**config.mk**
```make
export PLATFORM = sky130hd
export DESIGN_NAME = reel_spinner
export DESIGN_NICKNAME = d
export VERILOG_FILES = /design/src/rtl/reel_pkg.sv /design/src/rtl/reel_ctrl.sv /design/src/rtl/reel_datapath.sv /design/src/rtl/reel_spinner.sv
export SDC_FILE = /design/constraint.sdc
export NUM_CORES = 1
export LEC_CHECK = 0
export BUFFER_PORTS_ARGS = -buffer_cell sky130_fd_sc_hd__buf_4
export CORE_MARGIN = 1
export CORE_UTILIZATION = 45
export CTS_BUF_LIST = sky130_fd_sc_hd__clkbuf_4
export DETAILED_ROUTE_END_ITERATION = 12
export HOLD_SLACK_MARGIN = 0.06
export PLACE_DENSITY = 0.74
export SLEW_MARGIN = 20
export SYNTH_ARGS = -nofsm -noshare
export SYNTH_HDL_FRONTEND = slang
export SYNTH_SLANG_ARGS = --single-unit
```
**constraint.sdc**
```tcl
create_clock -name clk -period 2.5 [get_ports clk]
set_input_delay 0.25 -clock clk [delete_from_list [all_inputs] [get_ports clk]]
set_output_delay 0.25 -clock clk [all_outputs]
set_load 0.005 [all_outputs]
```
**src/rtl/reel_pkg.sv**
```systemverilog
package reel_pkg;
  localparam int SYM_W = 2;
  localparam int PAT_W = 4;

  typedef enum logic {
    REST = 1'b0,
    SPIN = 1'b1
  } reelState_t;

  typedef struct packed {
    logic load;
    logic step;
  } reelStrobe_t;

  function automatic logic [PAT_W-1:0] symToPattern(input logic [SYM_W-1:0] sym);
    logic [PAT_W-1:0] pat;
    case (sym)
      2'd0:    pat = 4'b0000;
      2'd1:    pat = 4'b0001;
      2'd2:    pat = 4'b0011;
      default: pat = 4'b1000;
    endcase
    return pat;
  endfunction
endpackage

```
**src/rtl/reel_ctrl.sv**
```systemverilog
module reel_ctrl
  import reel_pkg::*;
(
  input  logic        clk,
  input  logic        rstN,
  input  logic        start,
  input  logic        hit,
  output reelStrobe_t strobe,
  output logic        busy,
  output logic        done
);
  reelState_t state, stateNext;

  always_comb begin
    stateNext   = state;
    strobe.load = 1'b0;
    strobe.step = 1'b0;
    case (state)
      REST: begin
        if (start) begin
          strobe.load = 1'b1;
          stateNext   = SPIN;
        end
      end
      SPIN: begin
        if (hit) stateNext = REST;
        else     strobe.step = 1'b1;
      end
      default: stateNext = REST;
    endcase
  end

  always_ff @(posedge clk or negedge rstN) begin
    if (!rstN) begin
      state <= REST;
      done  <= 1'b0;
    end else begin
      state <= stateNext;
      done  <= (state == SPIN) && hit;
    end
  end

  assign busy = (state == SPIN);
endmodule

```
**src/rtl/reel_datapath.sv**
```systemverilog
module reel_datapath
  import reel_pkg::*;
#(
  parameter int COUNT_W = 8
) (
  input  logic               clk,
  input  logic               rstN,
  input  reelStrobe_t        strobe,
  input  logic [COUNT_W-1:0] randVal,
  output logic               hit,
  output logic [SYM_W-1:0]   symbol,
  output logic [PAT_W-1:0]   pattern
);
  logic [COUNT_W-1:0] target;
  logic [COUNT_W-1:0] stepCount;

  always_ff @(posedge clk or negedge rstN) begin
    if (!rstN) begin
      target    <= '0;
      stepCount <= '0;
      symbol    <= '0;
    end else if (strobe.load) begin
      target    <= randVal;
      stepCount <= '0;
    end else if (strobe.step) begin
      stepCount <= stepCount + 1'b1;
      symbol    <= symbol + 1'b1;
    end
  end

  assign hit     = (stepCount == target);
  assign pattern = symToPattern(symbol);
endmodule

```
**src/rtl/reel_spinner.sv**
```systemverilog
module reel_spinner
  import reel_pkg::*;
#(
  parameter int COUNT_W = 8
) (
  input  logic               clk,
  input  logic               rstN,
  input  logic               start,
  input  logic [COUNT_W-1:0] randVal,
  output logic [SYM_W-1:0]   symbol,
  output logic [PAT_W-1:0]   pattern,
  output logic               done
);
  reelStrobe_t strobe;
  logic        hit;
  logic        busy;

  reel_ctrl i_ctrl (
    .clk    (clk),
    .rstN   (rstN),
    .start  (start),
    .hit    (hit),
    .strobe (strobe),
    .busy   (busy),
    .done   (done)
  );

  reel_datapath #(.COUNT_W(COUNT_W)) i_dp (
    .clk     (clk),
    .rstN    (rstN),
    .strobe  (strobe),
    .randVal (randVal),
    .hit     (hit),
    .symbol  (symbol),
    .pattern (pattern)
  );
endmodule

```
==> results.txt <==
Sequential Power Share -> 43.2%
Row count -> 17
Initial Utilization -> 47.7%
Drt first pass iters -> 4
R2R depth -> 4
Data arrival, critical path -> 1890 ps
# clock sinks -> 20
Filler cells -> 208
Biggest area consumer among synthesized cells -> dfrtp_1
Dpl hpwl -> 1430 um
Clock Power Share -> 10.1%
Clk pin slew, worst setup/hold paths -> 100 ps
Flop-to-flop setup slack -> 800 ps
Fin crit share -> 68.0%
Layout Cells excl Fill -> 156
Setup TNS -> 0 ps
EDFF count, synth -> 0
Vias in the first global route -> 817
Post-route minimum period -> 1700 ps
IO Count -> 18
Fmax -> 588 MHz
Pleak -> 0.566 nW
Register area -> 500 um^2
Area grow syn2layout -> 15.9%
Clock Skews -> 1.14 ps
Worst setup EP type -> register
Hold-critical path depth -> 3
Final core occ -> 55.3%
First-pass GRT wire length -> 3570 um
Crit path max fanout -> 7
HP Start -> randVal[6]
Final WL -> 1840 um
GPL Wtd Cong -> 0.886
Tot Pwr -> 1.43 mW
Net switching power -> 579 uW
Sequential-to-total area share from yosys stat -> 47.4%
Net switching fraction of the power -> 40.5%
Critical Path RT -> 2690 ps
Syn Area/Cell -> 9.43 um^2
Routed Antenna Nets -> 0
Comb power frac -> 46.7%
Root Driver -> clkbuf_4
DR vias/cell -> 5.08
Inserted Diodes -> 0
Worst R2R End -> i_dp.symbol[1]
Vias -> 792
Avg WL per Cell -> 11.8 um
Die Wd -> 50.4 um
Placed cells -> 152
Slew Limit Headroom -> 60.9%
Unrepaired setup endpoints after global routing -> no
Total die area -> 0.00254 mm^2
Port bufs -> 16
Chip Height -> 50.4 um
Synth Instances -> 112
Yosys reg bits -> 20
Slew Viols, Final -> 0
Asr flop ratio synth -> 100%
Peak VDD IR -> 0.000573 V
Final setup vio count -> 0
Drc violations -> 0
Syn_nets -> 126
Tightest Pin Transition -> 585 ps
CTS HTree Levels -> 1
Internal Power -> 852 uW
All-layer global routing usage -> 18.6%
Status -> complete, no violations
Post-Syn Area -> 0.00106 mm^2
Core Area -> 0.00221 mm^2
Worst skew pair latency -> 290 ps
Pin count of the biggest net entering global routing -> 21
DR iter-0 viols -> 4
FF-to-FF Start -> i_dp.stepCount[3]
Worst hold margin -> 138 ps
TritonCTS clock tree -> built
Pwr dens -> 1170 mW/mm^2
Initial antenna violation count -> 0
Grt ovf -> 0
# resized after CTS -> 0
Unique masters post-synth -> 26
Critical path class -> register to register
Num CTS Buffers -> 3
Max-cap violations -> 0
Clock Path Buffers -> 2
Worst hold path class -> input pin to register
Startpoint types -> register
Multi-input logic area -> 520 um^2
Nets -> 144
Final Hold Viols -> 0
Area contributors post-synth -> dfrtp_1 47%, nand2_1 14%, xnor2_1 9.1%
Worst Hold Endpoint -> i_dp.target[6]
Top FF cell, synth -> dfrtp_1
Synthesis Warnings -> 0
Share of the synthesized area in the top cell type -> 47.4%
Share of cells above drive strength 1 -> 17.2%
==> cells in the mapped netlist, types with 2 or more instances <==
| master | count |
|---|---|
| xnor2_1 | 11 |
| a2111o_1 | 2 |
| nor2_1 | 2 |
| nand3_1 | 2 |
| mux2i_1 | 5 |
| ha_1 | 3 |
| dfrtp_1 | 20 |
| inv_1 | 4 |
| a21oi_1 | 2 |
| o211ai_1 | 4 |
| nor3_1 | 2 |
| and4_1 | 2 |
| nand2_1 | 40 |
==> power by group through the flow <==
stage | registers, mW | logic (mW) | clock network [mW]
finish | 0.618 | 0.668 | 0.145
detailed placement | 0.630 | 0.671 | 0
CTS | 0.621 | 0.675 | 0.151
global placement | 0.624 | 0.665 | 0
floorplan | 0.581 | 0.517 | 0
global route | 0.644 | 0.774 | 0.166
==> cells in the final DEF (no fill, tap or decap), drive strengths merged, types with 2 or more instances in the layout <==
cell type	instances
o211ai	4
ha	3
inv	4
xnor2	11
nor2	2
mux2i	5
nand4	2
nand2	40
buf	16
dfrtp	20
a2111o	2
a21oi	2
and4	2
clkbuf	3
nand3	2
o21ai	2
nor3	2
==> worst max path at each step <==
stage,start,slack [ps],endpoint,depth (start not counted)
after floorplan,i_dp.stepCount[4],960,i_dp.symbol[1],4
final,i_dp.stepCount[3],800,i_dp.symbol[1],4
after CTS,i_dp.stepCount[3],800,i_dp.symbol[1],4
after global placement,i_dp.stepCount[3],830,i_dp.symbol[1],4
after global routing,i_dp.stepCount[3],680,i_dp.symbol[1],4
after detailed placement,i_dp.stepCount[3],810,i_dp.symbol[1],4
==> per-stage QoR <==
| stage | instance area, um^2 | setup slack (ps) |
|---|---|---|
| after floorplan | 1060 | 962 |
| after global placement | 1190 | 834 |
| after detailed placement | 1190 | 814 |
| after CTS | 1220 | 800 |
| after global routing | 1220 | 678 |
| final | 1220 | 800 |
==> metal layers <==
layer  GRT usage, %  share of wire [%]  up-vias
met5              0                  0        -
met4           5.56                1.3        0
met3           3.64                2.5        4
met2           31.3                 48       16
met1           24.2                 48      366
li1               -                  -      406
==> sequential cells by signal, summed over array words and instances, names as in the netlist <==
register and flops:
i_ctrl.busy 1, i_dp.target 8, i_ctrl.done 1, i_dp.symbol 2, i_dp.stepCount 8
==> critical path, cell delays in order (launching register included) <==
cell	delay (ps)
dfrtp_1	460
xnor2_1	260
nand4_2	210
o21ai_4	340
mux2_4	330
==> repair_timing <==
item	in CTS	in global routing
hold buffers	1	0
setup buffers	0	0
setup endpoints to repair	0	0
hold endpoints to repair	20	0
==> layout make-up <==
cell class	count	share of cell area, %
flip-flops and latches	20	40.9
multi-input cells	84	42.5
repair buffers	17	10.6
inverters	4	1.23
clock buffers	3	1.84
well taps	28	2.86
==> cell families after synthesis <==
family | after synthesis | synth area share [%]
simple gates | 52 | 21.4
mux | 6 | 6.16
fa+ha+maj | 3 | 3.55
xor+xnor | 11 | 9.12
flops | 20 | 47.4
buf+inv | 8 | 3.32
other cells | 1 | 0.355
compound gates | 11 | 8.65
No activity file was read; power rests on OpenSTA's default activity.
